===== src/rtl/pcu_pkg.sv =====
package pcu_pkg;

    typedef struct packed {
        logic [7:0] thr;
        logic [7:0] flags;
        logic [7:0] umask;
        logic [7:0] evsel;
    } pcu_cfg_t;

    typedef enum logic [2:0] {
        OP_SETUP  = 3'd0,
        OP_GETCFG = 3'd1,
        OP_START  = 3'd2,
        OP_STOP   = 3'd3,
        OP_CLEAR  = 3'd4,
        OP_READ   = 3'd5
    } pcu_op_e;

    localparam int FL_USR = 0;
    localparam int FL_OS  = 1;
    localparam int FL_EDG = 2;
    localparam int FL_INV = 3;

endpackage


===== src/rtl/pcu_event_pick.sv =====
module pcu_event_pick #(
    parameter int NUM_EVT = 8,
    parameter int EVT_CW  = 4
) (
    input  logic [NUM_EVT*EVT_CW-1:0] evt_counts,
    input  logic [NUM_EVT*8-1:0]      evt_units,
    input  logic [7:0]                evsel,
    input  logic [7:0]                umask,
    output logic [EVT_CW-1:0]         sel_cnt
);
    logic [EVT_CW-1:0] lane_cnt;
    logic [7:0]        lane_unit;
    logic              unit_ok;

    always_comb begin
        lane_cnt  = '0;
        lane_unit = '0;
        for (int k = 0; k < NUM_EVT; k++) begin
            if (evsel == 8'(k)) begin
                lane_cnt  = evt_counts[k*EVT_CW +: EVT_CW];
                lane_unit = evt_units[k*8 +: 8];
            end
        end
        unit_ok = (umask == 8'd0) || ((lane_unit & umask) != 8'd0);
        sel_cnt = unit_ok ? lane_cnt : '0;
    end
endmodule


===== src/rtl/pcu_qualify.sv =====
module pcu_qualify #(
    parameter int EVT_CW = 4
) (
    input  logic [EVT_CW-1:0] sel_cnt,
    input  logic [7:0]        thr,
    input  logic [3:0]        flags,
    input  logic              priv_user,
    output logic              cond
);
    import pcu_pkg::*;

    logic [7:0] cnt8;
    logic       priv_ok;
    logic       level;

    always_comb begin
        cnt8    = 8'(sel_cnt);
        priv_ok = priv_user ? flags[FL_USR] : flags[FL_OS];
        if (thr == 8'd0)
            level = (cnt8 != 8'd0);
        else if (flags[FL_INV])
            level = (cnt8 < thr);
        else
            level = (cnt8 >= thr);
        cond = priv_ok && level;
    end
endmodule


===== src/rtl/pcu_counter_slice.sv =====
module pcu_counter_slice #(
    parameter int CNT_W = 64
) (
    input  logic                 clk,
    input  logic                 rst_n,
    input  logic                 cfg_we,
    input  pcu_pkg::pcu_cfg_t    cfg_in,
    input  logic                 clr,
    input  logic                 start,
    input  logic                 stop,
    input  logic                 allow,
    input  logic                 cond,
    output pcu_pkg::pcu_cfg_t    cfg_q,
    output logic                 run_q,
    output logic [CNT_W-1:0]     value_q
);
    import pcu_pkg::*;

    typedef struct packed {
        pcu_cfg_t         cfg;
        logic             run;
        logic             prev;
        logic [CNT_W-1:0] value;
    } slice_st_t;

    slice_st_t st_d, st_q;
    logic      inc;

    always_comb begin
        st_d = st_q;
        if (cfg_we) st_d.cfg = cfg_in;
        if (start)  st_d.run = 1'b1;
        if (stop)   st_d.run = 1'b0;
        st_d.prev = cond;
        inc = st_q.run && allow &&
              (st_q.cfg.flags[FL_EDG] ? (cond && !st_q.prev) : cond);
        if (clr)
            st_d.value = '0;
        else if (inc)
            st_d.value = st_q.value + CNT_W'(1);
    end

    always_ff @(posedge clk) begin
        if (!rst_n) st_q <= '0;
        else        st_q <= st_d;
    end

    assign cfg_q   = st_q.cfg;
    assign run_q   = st_q.run;
    assign value_q = st_q.value;


    clear_wins_chk: assert property (@(posedge clk) disable iff (!rst_n)
        clr |=> (value_q == '0));


    step_one_chk: assert property (@(posedge clk) disable iff (!rst_n)
        !clr |=> (value_q == $past(value_q) || value_q == $past(value_q) + CNT_W'(1)));


    stopped_hold_chk: assert property (@(posedge clk) disable iff (!rst_n)
        (!run_q && !clr) |=> $stable(value_q));


    no_priv_hold_chk: assert property (@(posedge clk) disable iff (!rst_n)
        (!cfg_q.flags[FL_USR] && !cfg_q.flags[FL_OS] && !clr) |=> $stable(value_q));


    edge_only_chk: assert property (@(posedge clk) disable iff (!rst_n)
        (cfg_q.flags[FL_EDG] && !clr && !cfg_we && $past(cond) && cond) |=> $stable(value_q));
endmodule


===== src/rtl/perf_counter_unit.sv =====
module perf_counter_unit #(
    parameter int NUM_CTR = 2,
    parameter int IDX_W   = 2,
    parameter int NUM_EVT = 8,
    parameter int EVT_CW  = 4,
    parameter int CNT_W   = 64
) (
    input  logic                      clk,
    input  logic                      rst_n,
    input  logic                      req_valid,
    input  logic [2:0]                req_op,
    input  logic [IDX_W-1:0]          req_idx,
    input  logic [31:0]               req_wdata,
    output logic                      rsp_valid,
    output logic                      rsp_err,
    output logic [CNT_W-1:0]          rsp_data,
    input  logic [NUM_EVT*EVT_CW-1:0] evt_counts,
    input  logic [NUM_EVT*8-1:0]      evt_units,
    input  logic                      priv_user
);
    import pcu_pkg::*;

    typedef struct packed {
        logic             valid;
        logic             err;
        logic [CNT_W-1:0] data;
    } rsp_st_t;

    rsp_st_t rsp_d, rsp_q;

    logic [NUM_CTR-1:0] sel_hot, cfg_we, clr, start, stop, run, allow, cond;
    logic [CNT_W-1:0]   val_arr [NUM_CTR];
    pcu_cfg_t           cfg_arr [NUM_CTR];
    logic               idx_ok, op_ok;

    always_comb begin
        sel_hot = '0;
        for (int k = 0; k < NUM_CTR; k++)
            sel_hot[k] = (req_idx == IDX_W'(k));
        idx_ok = (sel_hot != '0);
        op_ok  = (req_op <= 3'(OP_READ));
        for (int k = 0; k < NUM_CTR; k++) begin
            cfg_we[k] = req_valid && sel_hot[k] && (req_op == OP_SETUP);
            start[k]  = req_valid && sel_hot[k] && (req_op == OP_START);
            stop[k]   = req_valid && sel_hot[k] && (req_op == OP_STOP);
            clr[k]    = cfg_we[k] || (req_valid && sel_hot[k] && (req_op == OP_CLEAR));
        end
    end

    generate
        for (genvar g = 0; g < NUM_CTR; g++) begin : g_ctr
            logic [EVT_CW-1:0] sel_cnt;

            if (g == 0) begin : g_head
                assign allow[g] = 1'b1;
            end else begin : g_link
                assign allow[g] = allow[g-1] && run[g-1];
            end

            pcu_event_pick #(.NUM_EVT(NUM_EVT), .EVT_CW(EVT_CW)) u_pick (
                .evt_counts (evt_counts),
                .evt_units  (evt_units),
                .evsel      (cfg_arr[g].evsel),
                .umask      (cfg_arr[g].umask),
                .sel_cnt    (sel_cnt)
            );

            pcu_qualify #(.EVT_CW(EVT_CW)) u_qual (
                .sel_cnt    (sel_cnt),
                .thr        (cfg_arr[g].thr),
                .flags      (cfg_arr[g].flags[3:0]),
                .priv_user  (priv_user),
                .cond       (cond[g])
            );

            pcu_counter_slice #(.CNT_W(CNT_W)) u_slice (
                .clk     (clk),
                .rst_n   (rst_n),
                .cfg_we  (cfg_we[g]),
                .cfg_in  (pcu_cfg_t'(req_wdata)),
                .clr     (clr[g]),
                .start   (start[g]),
                .stop    (stop[g]),
                .allow   (allow[g]),
                .cond    (cond[g]),
                .cfg_q   (cfg_arr[g]),
                .run_q   (run[g]),
                .value_q (val_arr[g])
            );

            if (g > 0) begin : g_chain_chk

                chain_hold_chk: assert property (@(posedge clk) disable iff (!rst_n)
                    (!run[g-1] && !clr[g]) |=> $stable(val_arr[g]));
            end
        end
    endgenerate

    always_comb begin
        rsp_d       = '0;
        rsp_d.valid = req_valid;
        rsp_d.err   = req_valid && !(idx_ok && op_ok);
        if (req_valid && idx_ok) begin
            for (int k = 0; k < NUM_CTR; k++) begin
                if (sel_hot[k]) begin
                    if (req_op == OP_GETCFG) rsp_d.data = CNT_W'(cfg_arr[k]);
                    if (req_op == OP_READ)   rsp_d.data = val_arr[k];
                end
            end
        end
    end

    always_ff @(posedge clk) begin
        if (!rst_n) rsp_q <= '0;
        else        rsp_q <= rsp_d;
    end

    assign rsp_valid = rsp_q.valid;
    assign rsp_err   = rsp_q.err;
    assign rsp_data  = rsp_q.data;


    bad_index_chk: assert property (@(posedge clk) disable iff (!rst_n)
        (req_valid && req_idx >= IDX_W'(NUM_CTR)) |=> (rsp_valid && rsp_err));


    rsp_pulse_chk: assert property (@(posedge clk) disable iff (!rst_n)
        !req_valid |=> !rsp_valid);
endmodule


===== config.mk =====
export PLATFORM = sky130hd
export DESIGN_NAME = perf_counter_unit
export DESIGN_NICKNAME = d
export VERILOG_FILES = /design/src/rtl/pcu_pkg.sv /design/src/rtl/pcu_event_pick.sv /design/src/rtl/pcu_qualify.sv /design/src/rtl/pcu_counter_slice.sv /design/src/rtl/perf_counter_unit.sv
export SDC_FILE = /design/constraint.sdc
export NUM_CORES = 1
export LEC_CHECK = 0
export CORE_UTILIZATION = 67
export DETAILED_ROUTE_END_ITERATION = 16
export DONT_BUFFER_PORTS = 1
export GPL_TIMING_DRIVEN = 0
export HOLD_SLACK_MARGIN = 0.08
export PLACE_DENSITY = 0.83
export SYNTH_ARGS = -nofsm -noshare
export SYNTH_HDL_FRONTEND = slang
export SYNTH_SLANG_ARGS = --single-unit

===== constraint.sdc =====
create_clock -name clk -period 13 [get_ports clk]
set_input_delay 0 -clock clk [delete_from_list [all_inputs] [get_ports clk]]
set_output_delay 0 -clock clk [all_outputs]
set_load 0.01 [all_outputs]

# --- After elaboration in Yosys (flattened, before gate mapping) ---
# Cells that the tools add are included.
totals:
  regBits: 262
  in_bits: 137
op_classes:
  bitwise_logic: 3
  n_reduce_logical: 45
  addsub: 2
  eq_ne: 20
  mux: 48
  magnitude_cmp: 5
ops:
  columns: ["cell", "n"]
  rows:
  - ["$mux W64", 5]
  - ["$add A64 B1 Y64 const B", 2]
  - ["$mux W8", 16]
  - ["$mux W4", 18]
  - ["$eq A8 B3 Y1 const B", 8]
  - ["$logic_not A8 Y1", 6]
  - ["$eq A8 B2 Y1 const B", 4]
  - ["$mux W32", 1]
  - ["$logic_and A1 B1 Y1", 20]
  - ["$and A8 B8 Y8", 2]
  - ["$eq A8 B1 Y1 const B", 2]
  - ["$ge A4 B8 Y1", 2]
  - ["$lt A4 B8 Y1", 2]
  - ["$reduce_bool A8 Y1", 2]
  - ["$mux W1", 8]
  - ["$reduce_bool A4 Y1", 2]
  - ["$reduce_or A2 Y1", 4]
  - ["$eq A3 B2 Y1 const B", 2]
  - ["$eq A3 B3 Y1 const B", 2]
  - ["$logic_or A1 B1 Y1", 4]
  - ["$eq A3 B1 Y1 const B", 1]
  - ["$le A3 B3 Y1 const B", 1]
  - ["$logic_not A1 Y1", 3]
  - ["$logic_not A3 Y1", 1]
  - ["5 further kinds", 5]

# --- Logic depth before layout (Yosys ltp) ---
# Gate-level depths: netlist (run 1).
logic_depth:
  word_depth: 20
  depth_mapped: 22

# --- Cells and area by module ---
# Synthesis (run 1) repeated with hierarchy kept, for this count alone.
unflattened:
  hier_cells: 1741
  area_unflattened_um2: 15994.1
modules_own_cells:
  columns: ["module", "area_each_um2", "cells_per_inst", "n_inst"]
  rows:
  - ["pcu_counter_slice", 5221.3, 585, 2]
  - ["perf_counter_unit", 3161.8, 307, 1]
  - ["pcu_event_pick", 1012.2, 110, 2]
  - ["pcu_qualify", 182.7, 22, 2]

# --- Worst setup path after synthesis (run 1) ---
# OpenSTA, ideal clock, no wires.
synth_path:
  kind: "register to register"
  start: "register g_ctr[0].u_slice.st_q (netlist bit g_ctr[0].u_slice.cfg_q[2])"
  end: "register g_ctr[0].u_slice.st_q (netlist bit g_ctr[0].u_slice.value_q[34])"
  t_arrival_ns: 4.192
  period_less_slack_ns: 4.262
  t_required_ns: 12.930
  slack_ns: 8.738
  n_path_buf: 2
  setup_time_ns: 0.070
  stages_incl_launch_ff: 18
  path_cell_list: "dfxtp_1 > buf_2 > mux2_2 > mux4_2 > o221ai_1 > nor4b_4 > nand2_1 > and2_1 > ha_1 > and3_1 > a221oi_1 > or3_1 > a31oi_1 > o21ai_1 > a211o_1 > buf_6 > or3_1 > a21oi_1"
synth_via:
  elab_chain_cells: 20
synth_lines:
  columns: ["element", "line", "source"]
  rows:
  - ["start: declaration", "pcu_counter_slice.sv:26", "slice_st_t st_d, st_q;"]
  - ["start signal: assignment", "pcu_counter_slice.sv:45", "else st_q <= st_d;"]
  - ["$logic_not A8 Y1", "pcu_event_pick.sv:19", "if (evsel == 8'(k)) begin"]
  - ["$mux W8 (8 in series)", "pcu_event_pick.sv:19", null]
  - ["$and A8 B8 Y8", "pcu_event_pick.sv:24", "unit_ok = (umask == 8'd0) || ((lane_unit & umask) != 8'd0);"]
  - ["$reduce_bool A8 Y1", "pcu_event_pick.sv:24", null]
  - ["$logic_or A1 B1 Y1", "pcu_event_pick.sv:24", null]
  - ["$mux W4 *", "pcu_event_pick.sv:25", "sel_cnt = unit_ok ? lane_cnt : '0;"]
  - ["$ge A4 B8 Y1 / $lt A4 B8 Y1 (equally long branches)", "pcu_qualify.sv:24, pcu_qualify.sv:22", null]
  - ["$mux W1", "pcu_qualify.sv:21", "else if (flags[FL_INV])"]
  - ["$mux W1 *", "pcu_qualify.sv:19", "if (thr == 8'd0)"]
  - ["$logic_and A1 B1 Y1 *", "pcu_qualify.sv:25", "cond = priv_ok && level;"]
  - ["$logic_and A1 B1 Y1", "pcu_counter_slice.sv:36", "(st_q.cfg.flags[FL_EDG] ? (cond && !st_q.prev) : cond);"]
  - ["$mux W1 *", "pcu_counter_slice.sv:36", null]
  - ["$logic_and A1 B1 Y1 *", "pcu_counter_slice.sv:35", "inc = st_q.run && allow &&"]
# Mark *: on every way between the ends. The rest lies on a longest branch, timed or not.
# A chain may end at the register's enable or synchronous reset.

# --- Worst setup path in the final report (run 1) ---
layout_path:
  start: "register g_ctr[1].u_slice.st_q (netlist bit g_ctr[1].u_slice.cfg_q[2])"
  end: "register g_ctr[1].u_slice.st_q (netlist bit g_ctr[1].u_slice.value_q[46])"
layout_via:
  elab_chain_cells: 20
layout_lines:
  columns: ["element", "line"]
  rows:
  - ["start: declaration", "pcu_counter_slice.sv:26"]
  - ["start signal: assignment", "pcu_counter_slice.sv:45"]
  - ["$logic_not A8 Y1", "pcu_event_pick.sv:19"]
  - ["$mux W8 (8 in series)", "pcu_event_pick.sv:19"]
  - ["$and A8 B8 Y8", "pcu_event_pick.sv:24"]
  - ["$reduce_bool A8 Y1", "pcu_event_pick.sv:24"]
  - ["$logic_or A1 B1 Y1", "pcu_event_pick.sv:24"]
  - ["$mux W4 *", "pcu_event_pick.sv:25"]
  - ["$ge A4 B8 Y1 / $lt A4 B8 Y1 (equally long branches)", "pcu_qualify.sv:24, pcu_qualify.sv:22"]
  - ["$mux W1", "pcu_qualify.sv:21"]
  - ["$mux W1 *", "pcu_qualify.sv:19"]
  - ["$logic_and A1 B1 Y1 *", "pcu_qualify.sv:25"]
  - ["$logic_and A1 B1 Y1", "pcu_counter_slice.sv:36"]
  - ["$mux W1 *", "pcu_counter_slice.sv:36"]
  - ["$logic_and A1 B1 Y1 *", "pcu_counter_slice.sv:35"]
# Marked as above.

==> flow_summary_export.csv, run 1 <==
group,metric,value,unit
detailed_routing,wl_met3,5.93,mm
clock_network,cts.sinks,262,
final_layout,drive_above_1_share,9.36,%
setup_path,reg2reg_from,"g_ctr[1].u_slice.cfg_q[2]",
pwr,power_density,114,nW/um^2
clock_network,clockRootBuffer,"clkbuf_16",
clock_network,postCtsSetupRepairBufs,0,
detailed_routing,route.detailed.drc,0,
sta,rsz0062_at_grt,"false",
final_layout,final_util,78.4,%
sta,setup_violations,0,
sta,finalCritPeriodShare,45.4,%
floorplan,start_util,69.3,%
sta,hold_viol,0,
sta,max_slew_margin,11.5,%
min_path,min_from,"priv_user",
final_layout,n_antenna_cell,0,
sta,min_period,5.90,ns
pwr,p_leak,5.02,nW
grt,grt_pass1_vias,14160,
final_layout,fin_cells,2044,
floorplan,ioPinCount,203,
detailed_routing,wl_per_cell,24.8,um
detailed_routing,ant_nets,0,
floorplan,core,20500,sq um
clock_network,clock_latency,0.56,ns
setup_path,critPathLaunch,"g_ctr[1].u_slice.cfg_q[2]",
final_layout,final_common_cell,"dfxtp_1",
sta,worstMarginPinSlew,1.32,ns
run,drv_cap,0,
sta,hold_slack,0.123,ns
floorplan,die_area,21800,sq um
setup_path,cp-end-kind,"register",
grt,grt_first_pass_wirelength,76.8,mm
synthesis,synthArstFlopShare,0,%
detailed_routing,dr_wl_met2,23.2,mm
final_layout,fill_cells,1456,
final_layout,num-nets-final,1901,
sta,max_freq,169,MHz
sta,final.setup.tns,0,ns
detailed_routing,vias_per_cell,7.21,
sta,drv_slew,0,
synthesis,netlist_instances,1677,
grt,grt.total_usage,45.4,%
final_layout,final_cell_mix,"dfxtp_1 (262), nand2_1 (201), a21oi_1 (188), nor2_1 (84), clkbuf_1 (70)",
clock_network,clock_path_buffers,3,
detailed_routing,top_layer,"met4",
detailed_routing,first_iter_violations,1647,
detailed_routing,firstDrtPassIters,6,
clock_network,numCtsBuffers,28,
detailed_routing,num_vias,14741,
placement,globalplace.congestion,1.01,
clock_network,htreeDepth,1,
placement,dp_hpwl,36.0,mm
grt,grt_max_degree,15,
final_layout,syn2layout_area_growth,13.1,%
min_path,hold_class,"in2reg",
setup_path,required,13.48,ns
synthesis,ys_types,90,
setup_path,crit_type,"reg2reg",
clock_network,clk_pin_slew_worst_paths,0.06,ns
setup_path,start_kind,"register",
sta,clock_skew,0.0138,ns
grt,grt-ovfl-total,0,
synthesis,yosys_warnings,0,
placement,place_inst,1949,
setup_path,cp.arrival,6.38,ns
floorplan,rows,52,
status,status,"finished, final reports clean",
synthesis,yosysSeqAreaShare,36.9,%
pwr,peakVddDrop,0.121,mV
placement,port_buffers,0,
synthesis,syn_area,14200,sq um
floorplan,die_h,148,um
detailed_routing,drt-total-wl,50.7,mm
synthesis,synth_edf_count,0,
synthesis,synth_flop_cell,"dfxtp_1",
synthesis,syn-num-nets,1824,
setup_path,worst-path-max-fanout,10,
clock_network,cts_tree,"built",
detailed_routing,met1_length,18.2,mm
floorplan,die_x,148,um
grt,antenna_found_initial,0,
synthesis,avgSynthCellArea,8.47,sq um
synthesis,ys_seq_elements,262,
## metal layers
| metal | vias to the layer above | track usage, % |
|---|---|---|
| met5 | - | 0 |
| met4 | 0 | 29.3 |
| met3 | 263 | 11.4 |
| met2 | 1079 | 74.8 |
| met1 | 6927 | 52.5 |
| li1 | 6472 | - |
## critical path, cell delays in order (launching register included)
cell and delay, ns:
dfxtp_1 0.48, buf_2 0.35, buf_2 0.36, mux4_2 0.34
o21ai_0 0.16, a21oi_1 0.11, a22oi_1 0.39, o22ai_4 0.21
buf_2 0.26, nor2_1 0.38, nor3_1 0.12, ha_1 0.31
nor2b_1 0.13, o211ai_1 0.19, a21oi_1 0.10, o21bai_1 0.27
and4_1 0.25, clkbuf_2 0.26, o21ai_4 0.18, clkbuf_1 0.30
or4_1 0.50, a21oi_1 0.15
## Yosys cell counts, types with 5 or more instances
cell type / number / area (sq um)
a211oi_1: 40 / 300
a21bo_2: 6 / 60.1
a21o_1: 6 / 45.0
a21oi_1: 188 / 941
a221oi_1: 36 / 315
a22o_1: 5 / 43.8
a22oi_1: 35 / 263
a31o_2: 11 / 96.3
and2_1: 16 / 100
and3_1: 24 / 150
and4_1: 15 / 131
buf_1: 7 / 26.3
buf_2: 21 / 105
buf_4: 16 / 120
buf_6: 9 / 101
clkbuf_1: 67 / 251
dfxtp_1: 262 / 5250
ha_1: 10 / 125
inv_1: 47 / 176
mux2_2: 14 / 158
mux2i_1: 67 / 671
mux4_2: 13 / 293
nand2_1: 201 / 754
nand2b_1: 15 / 93.8
nand3_1: 46 / 230
nand3b_1: 15 / 113
nand4_1: 39 / 244
nor2_1: 84 / 315
nor2b_1: 11 / 68.8
nor3_1: 22 / 110
nor3b_1: 7 / 52.6
nor4_1: 10 / 62.6
o2111ai_1: 15 / 131
o211ai_1: 13 / 97.6
o21a_1: 5 / 37.5
o21ai_0: 58 / 290
o31ai_1: 35 / 263
or2_2: 5 / 31.3
or3_1: 54 / 338
or4_1: 37 / 278
xnor2_1: 8 / 70.1
xor2_1: 6 / 52.6
## through the flow
step / setup slack [ns] / area, sq um / total power, W
detailed placement: 7.45 / 14600 / 0.000918
CTS: 7.38 / 16100 / 0.00182
global route: 6.92 / 16100 / 0.00187
global placement: 7.32 / 14500 / 0.000916
finish: 7.10 / 16100 / 0.00184
floorplan: 8.74 / 14200 / 0.000892
## area by class of cell
cell class | count | area (sq um) | share of cell area, %
Timing Repair Buffer | 47 | 458 | 2.85
Multi-Input combinational cell | 1244 | 8160 | 50.8
Buffer | 123 | 634 | 3.95
Tap cell | 270 | 338 | 2.10
Clock buffer | 36 | 792 | 4.93
Sequential cell | 262 | 5250 | 32.6
Inverter | 48 | 180 | 1.12
Clock inverter | 14 | 262 | 1.63
## sequential cells by signal (all words and copies together), names as in the netlist
signal,cells
g_ctr.u_slice.run_q,2
g_ctr.u_slice.value_q,128
g_ctr.u_slice.cfg_q,64
g_ctr.u_slice.st_q,2
rsp_valid,1
rsp_data,64
rsp_err,1
## logic make-up after synthesis
| logic type | Yosys count | synth area share, % |
|---|---|---|
| DFF | 262 | 36.9 |
| buffers and inverters | 171 | 5.73 |
| muxes | 98 | 8.63 |
| AOI/OAI and AO/OA | 501 | 23.7 |
| xor gates and xnor gates | 14 | 0.863 |
| adders and majority gates | 10 | 0.881 |
| and+or+nand+nor | 621 | 23.2 |
## final timing paths
kind                            slack, ns  depth (start not counted)                      endpoint
worst max register to register       7.10                         21  g_ctr[1].u_slice.value_q[46]
worst min-delay path                 0.12                          7  g_ctr[1].u_slice.value_q[24]
worst min register to register       0.46                          2    g_ctr[1].u_slice.cfg_q[23]
worst max-delay path                 7.10                         21  g_ctr[1].u_slice.value_q[46]
## power by group
part           internal [W]  total, W  switching (W)
clock network      0.000569  0.000920       0.000351
logic             0.0000403  0.000108      0.0000672
registers          0.000806  0.000810     0.00000403
## what timing repair did
action | 4_1_cts | 5_1_grt
gates resized for setup | 0 | 0
hold endpoints to repair | 75 | 0
hold buffers | 45 | 0
(Power assumes the default switching activity.)
==> inputs of run 2 (changes only) <==
- CORE_UTILIZATION: 67 -> 58
- PLACE_DENSITY: 0.83 -> 0.76
- clock period: 13 -> 5.05 ns (I/O delays scaled with it)
==> run 2 against run 1 <==
Compared with the run above:
- register-to-register slack worse by 7.1 ns
- maximum frequency is 17% higher
- clock power up 140%
- via count is 2.8% lower
- largest cell class unchanged
- largest power group unchanged
==> flow_summary_export.csv, run 2 (synthesized netlist as in run 1, its figures left out) <==
group,metric,value,unit
final_layout,final_cell_mix,"dfxtp_1 (261), nand2_1 (201), a21oi_1 (187), nor2_1 (82), clkbuf_1 (70)",
sta,setup_violations,0,
setup_path,crit_type,"reg2reg",
placement,port_buffers,0,
min_path,hold_class,"in2reg",
setup_path,path_buf_inv,3,
final_layout,num-nets-final,1911,
final_layout,drive_above_1_share,11.0,%
detailed_routing,firstDrtPassIters,6,
clock_network,clock_path_buffers,3,
setup_path,cp.arrival,5.54,ns
pwr,p_leak,5.08,nW
setup_path,rr_worst_depth,17,
pwr,intPower,0.00353,W
floorplan,ioPinCount,203,
sta,finalCritPeriodShare,100,%
clock_network,clock_latency,0.56,ns
setup_path,cp-end-kind,"register",
pwr,swShare,23.2,%
clock_network,numCtsBuffers,28,
floorplan,die_x,159,um
grt,antenna_found_initial,0,
grt,grt.total_usage,39.4,%
setup_path,path_cells,"clkbuf_4 -> mux2_2 -> mux4_2 -> o221ai_1 -> nor4b_4 -> buf_4 -> a221oi_2 -> ha_1 -> a21o_1 -> a221oi_1 -> o21ai_0 -> a31oi_2 -> o21a_2 -> o21ai_4 -> clkbuf_2 -> or3_1 -> a21oi_1",
pwr,p_sw,0.00106,W
grt,grt_pass1_vias,13434,
setup_path,critPathTopFamily,"compound AO/OA/AOI/OAI gates",
setup_path,r2r-end,"g_ctr[0].u_slice.value_q[2]",
floorplan,rows,56,
setup_path,start_kind,"register",
sta,setup_slack,0.00238,ns
setup_path,slowest_delay,0.47,ns
detailed_routing,first_iter_violations,1659,
sta,max_slew_margin,15.2,%
placement,detailedPlace.worstSlack,-0.443,ns
sta,clock_skew,0.0192,ns
pwr,power_density,282,nW/um^2
pwr,p_clk_share,48.4,%
final_layout,fill_cells,1925,
floorplan,die_h,159,um
floorplan,start_util,59.8,%
setup_path,worst-path-max-fanout,10,
clock_network,cts.sinks,262,
final_layout,final_common_cell,"dfxtp_1",
sta,final.setup.tns,0,ns
sta,min_period,5.05,ns
floorplan,die_area,25100,sq um
pwr,peakVddDrop,0.277,mV
min_path,holdPathEnd,"g_ctr[0].u_slice.run_q",
grt,grt_first_pass_wirelength,75.1,mm
sta,hold_slack,0.0871,ns
placement,dp_hpwl,37.1,mm
detailed_routing,vias_per_cell,6.81,
final_layout,n_antenna_cell,0,
min_path,min_from,"req_op[1]",
floorplan,core,23800,sq um
clock_network,clockRootBuffer,"clkbuf_16",
setup_path,critical-path-slowest-cell,"mux4_2",
final_layout,largest_register_ffs,128,
pwr,total_power,0.00460,W
detailed_routing,ant_nets,0,
setup_path,reg2reg_from,"g_ctr[0].u_slice.cfg_q[2]",
detailed_routing,drt-total-wl,50.1,mm
setup_path,required,5.54,ns
detailed_routing,wl_per_cell,23.8,um
sta,hold_viol,0,
status,status,"finished, final reports clean",
clock_network,htreeDepth,1,
pwr,power_frac_comb,6.2,%
sta,worstMarginPinSlew,1.26,ns
clock_network,cts_tree,"built",
detailed_routing,route.detailed.drc,0,
sta,max_freq,198,MHz
grt,grt-ovfl-total,0,
pwr,power.share.sequential,45.4,%
sta,drv_slew,0,
setup_path,reg2reg_slack,0.002,ns
detailed_routing,num_vias,14326,
run,drv_cap,0,
clock_network,clk_pin_slew_worst_paths,0.06,ns
grt,grt_max_degree,15,
placement,globalplace.congestion,1.01,
final_layout,syn2layout_area_growth,14.8,%
min_path,hold_depth,4,
run 2: cell types whose count changed in the layout (fill, tap and decap cells not counted), sizes merged:
cell         previous run  this run
dlygate4sd3            45        47
buf                    56        63
clkinvlp                2         0
inv                    49        48
clkinv                  4         9
clkbuf                105       107
bufinv                  7         5
run 2: power groups by stage:
| stage | registers (W) | logic, W | clock network [W] |
|---|---|---|---|
| after global placement | 0.00213 | 0.000231 | 0 |
| final | 0.00209 | 0.000284 | 0.00223 |
| after global routing | 0.00209 | 0.000299 | 0.00230 |
| after CTS | 0.00209 | 0.000268 | 0.00223 |
| after floorplan | 0.00213 | 0.000168 | 0 |
| after detailed placement | 0.00213 | 0.000233 | 0 |
run 2: tightest hold or removal path, stage by stage:
cell and delay, ns:
clkbuf_1 0.18, nor2b_1 0.20, a21oi_1 0.15, a311oi_1 0.06
run 2: cell type report:
type | count | area (sq um) | share of cell area (%)
well taps | 319 | 399 | 2.45
repair buffers | 57 | 546 | 3.34
inverters | 48 | 180 | 1.10
plain buffers | 123 | 656 | 4.02
clock buffers | 37 | 785 | 4.81
clock inverters | 14 | 210 | 1.29
flip-flops and latches | 262 | 5250 | 32.2
multi-input cells | 1244 | 8290 | 50.8
run 2: how the worst max path moves through the flow:
stage	startpoint	end	depth (start not counted)
floorplan	g_ctr[0].u_slice.cfg_q[2]	g_ctr[0].u_slice.value_q[34]	17
global placement	g_ctr[0].u_slice.cfg_q[2]	g_ctr[0].u_slice.value_q[44]	15
detailed placement	g_ctr[1].u_slice.cfg_q[2]	g_ctr[1].u_slice.value_q[60]	21
CTS	g_ctr[0].u_slice.cfg_q[2]	g_ctr[0].u_slice.value_q[31]	19
global route	g_ctr[0].u_slice.cfg_q[2]	g_ctr[0].u_slice.value_q[2]	17
finish	g_ctr[0].u_slice.cfg_q[2]	g_ctr[0].u_slice.value_q[2]	17
run 2: metal layers:
layer | share of wire (%) | wire, um | track usage (%)
met1 | 38 | 19300 | 48.2
met2 | 47 | 23400 | 65.8
met3 | 9.0 | 4530 | 6.97
met4 | 5.9 | 2960 | 21.1
met5 | 0 | 0 | 0
run 2: timing repair:
| item | CTS | global route |
|---|---|---|
| hold endpoints to repair | 78 | 0 |
| gates resized for setup | 16 | 21 |
| setup buffers | 4 | 5 |
| pin swaps | 3 | 2 |
| endpoints found under the setup margin | 110 | 114 |
| hold buffers | 47 | 0 |
run 2: through the flow:
stage          utilization (%)  instance area [sq um]  std cells
2_1_floorplan                -                  14200       1677
3_3_place_gp              61.5                  14600       1996
3_5_place_dp              61.6                  14600       1997
4_1_cts                   68.1                  16200       2099
5_1_grt                   68.7                  16300       2104
6_report                  68.7                  16300       2104
==> inputs of run 3 (changes only) <==
- CORE_UTILIZATION: 58 -> 64
- PLACE_DENSITY: 0.76 -> 0.8
- clock period: 5.05 -> 5.5 ns (I/O delays scaled with it)
==> run 3 against run 2 <==
Compared with the run above:
- the run now ends with max-capacitance violations, max-slew violations left
- clock-buffer cell count increased by 1
- non-clock buffer count decreased by 5
- sequential share of layout area increased by 0.54 points
- critical path type unchanged
==> flow_summary_export.csv, run 3 (synthesized netlist as in run 1, its figures left out) <==
group,metric,value,unit
floorplan,ioPinCount,203,
placement,globalplace.congestion,0.987,
detailed_routing,vias_per_cell,7.06,
floorplan,die_h,151,um
pwr,peakVddDrop,0.227,mV
grt,busiest_layer,"met2",
setup_path,start_kind,"register",
grt,grt_util_met3,10.3,%
sta,min_period,5.45,ns
floorplan,rows,54,
min_path,hold_class,"in2reg",
clock_network,cts_tree,"built",
min_path,hold_depth,6,
final_layout,fill_cells,1686,
sta,hold_slack,0.130,ns
final_layout,syn2layout_area_growth,12.9,%
placement,port_buffers,0,
sta,drv_slew,5,
sta,hold_viol,0,
setup_path,required,5.96,ns
grt,antenna_found_initial,0,
final_layout,final-seq-area,5250,sq um
setup_path,critical-path-slowest-cell,"a221oi_1",
detailed_routing,firstDrtPassIters,6,
grt,grt_first_pass_wirelength,75.1,mm
sta,clock_skew,0.0194,ns
final_layout,drive_above_1_share,9.99,%
setup_path,slowest_delay,0.57,ns
setup_path,crit_type,"reg2reg",
clock_network,htreeDepth,1,
clock_network,numCtsBuffers,28,
detailed_routing,num_vias,14557,
detailed_routing,wl_per_cell,24.3,um
floorplan,start_util,65.1,%
placement,place_inst,1957,
detailed_routing,first_iter_violations,1555,
setup_path,worst-path-max-fanout,10,
final_layout,largest_register_ffs,128,
pwr,total_power,0.00409,W
floorplan,die_x,151,um
clock_network,clock_path_buffers,3,
detailed_routing,route.detailed.drc,0,
grt,grt.total_usage,43.2,%
setup_path,path_buf_inv,3,
final_layout,multi_input_area,8180,sq um
final_layout,final_common_cell,"dfxtp_1",
final_layout,final_cell_mix,"dfxtp_1 (262), nand2_1 (201), a21oi_1 (188), nor2_1 (83), clkbuf_1 (70)",
grt,grt_max_degree,15,
sta,rsz0062_at_grt,"false",
setup_path,path_cells,"nor3_4 -> and2_0 -> buf_2 -> buf_4 -> nand3_1 -> o22ai_1 -> nor4b_4 -> a221oi_1 -> ha_1 -> a21o_1 -> a221oi_1 -> o21ai_0 -> a31oi_1 -> o21a_1 -> o21ai_4 -> clkbuf_2 -> or3_1 -> a21oi_1",
clock_network,clockRootBuffer,"clkbuf_16",
sta,max_slew_margin,-2.28,%
sta,finalCritPeriodShare,99.0,%
sta,setup_violations,0,
setup_path,reg2reg_slack,0.05,ns
status,status,"finished with violations",
sta,worstMarginPinSlew,1.52,ns
placement,dpl-instance-area,14600,sq um
run,drv_cap,1,
detailed_routing,drt-total-wl,50.2,mm
clock_network,clk_pin_slew_worst_paths,0.07,ns
clock_network,cts.sinks,262,
setup_path,rr_worst_depth,18,
sta,max_freq,184,MHz
pwr,power_density,255,nW/um^2
setup_path,critPathTopFamily,"compound AO/OA/AOI/OAI gates",
setup_path,critPathLaunch,"g_ctr[0].u_slice.cfg_q[6]",
setup_path,cp_common_cell,"a221oi_1",
final_layout,fin_cells,2062,
setup_path,critPathCapture,"g_ctr[0].u_slice.value_q[3]",
pwr,p_leak,5.00,nW
detailed_routing,ant_nets,0,
floorplan,core,21800,sq um
final_layout,num-nets-final,1906,
grt,gr-usage-met1,51.5,%
grt,met2_usage,68.8,%
setup_path,cp-end-kind,"register",
setup_path,cp.depth,18,
setup_path,reg2reg_from,"g_ctr[0].u_slice.cfg_q[6]",
grt,grt_pass1_vias,13589,
placement,dp_hpwl,36.6,mm
setup_path,r2r-end,"g_ctr[0].u_slice.value_q[3]",
grt,grt-ovfl-total,0,
clock_network,clock_latency,0.55,ns
status,violations,"max-capacitance violations, max-slew violations",
final_layout,final_cell_area,16000,sq um
floorplan,die_area,22800,sq um
setup_path,cp.arrival,5.91,ns
## run 3: cell count changes in the layout (fill, tap and decap cells not counted), moves of 3 or more
cell	previous run	this run
clkinvlp_4	0	3
buf_4	32	21
bufinv_16	5	1
buf_2	14	17
## run 3: layout make-up
class                           instances  share of cell area (%)
Sequential cell                       262                    32.7
Buffer                                123                    4.02
Multi-Input combinational cell       1244                    51.0
Tap cell                              280                    2.18
Antenna cell                            1                  0.0156
Inverter                               48                    1.12
Clock buffer                           38                    5.11
Timing Repair Buffer                   52                    3.17
Clock inverter                         14                   0.710
## run 3: how the worst min path moves through the flow
stage	start	to
after detailed placement	req_idx[1]	rsp_err
after CTS	req_op[2]	g_ctr[1].u_slice.cfg_q[31]
after floorplan	req_idx[1]	rsp_err
after global routing	req_op[2]	g_ctr[1].u_slice.cfg_q[31]
after global placement	req_idx[1]	rsp_err
final	priv_user	g_ctr[1].u_slice.value_q[24]
## run 3: worst reg2reg max path: stages (launching register included)
cell and delay [ns]:
dfxtp_1 0.52, nor3_4 0.43, and2_0 0.18, buf_2 0.17, buf_4 0.20, nand3_1 0.09, o22ai_1 0.39, nor4b_4 0.13
a221oi_1 0.57, ha_1 0.36, a21o_1 0.20, a221oi_1 0.26, o21ai_0 0.12, a31oi_1 0.32, o21a_1 0.44, o21ai_4 0.16
clkbuf_2 0.26, or3_1 0.40, a21oi_1 0.17
## run 3: repair_timing
action                     in CTS  in global routing
pin swaps                       0                  2
hold endpoints to repair       78                  0
setup endpoints to repair      21                 81
gates resized for setup         2                  9
buffers inserted                1                  4
hold buffers                   47                  0
## run 3: power breakdown
group | total (W) | switching, W | internal (W)
Sequential | 0.00192 | 0.00000958 | 0.00191
Clock | 0.00192 | 0.000825 | 0.00110
Combinational | 0.000258 | 0.000162 | 0.0000966
## run 3: through the flow
| stage | utilization, % | setup WS [ns] | TNS, ns |
|---|---|---|---|
| after floorplan | - | 1.24 | 0 |
| after global placement | 66.7 | -0.0394 | -0.0690 |
| after detailed placement | 66.7 | -0.189 | -0.755 |
| after CTS | 73.2 | 0.0270 | 0 |
| after global routing | 73.5 | 0.00867 | 0 |
| final | 73.5 | 0.0524 | 0 |
## run 3: per-layer routing
metal,wire (um),vias up
met1,18200,6819
li1,-,6481
met3,5630,261
met4,3600,0
met2,22800,996
met5,0,-
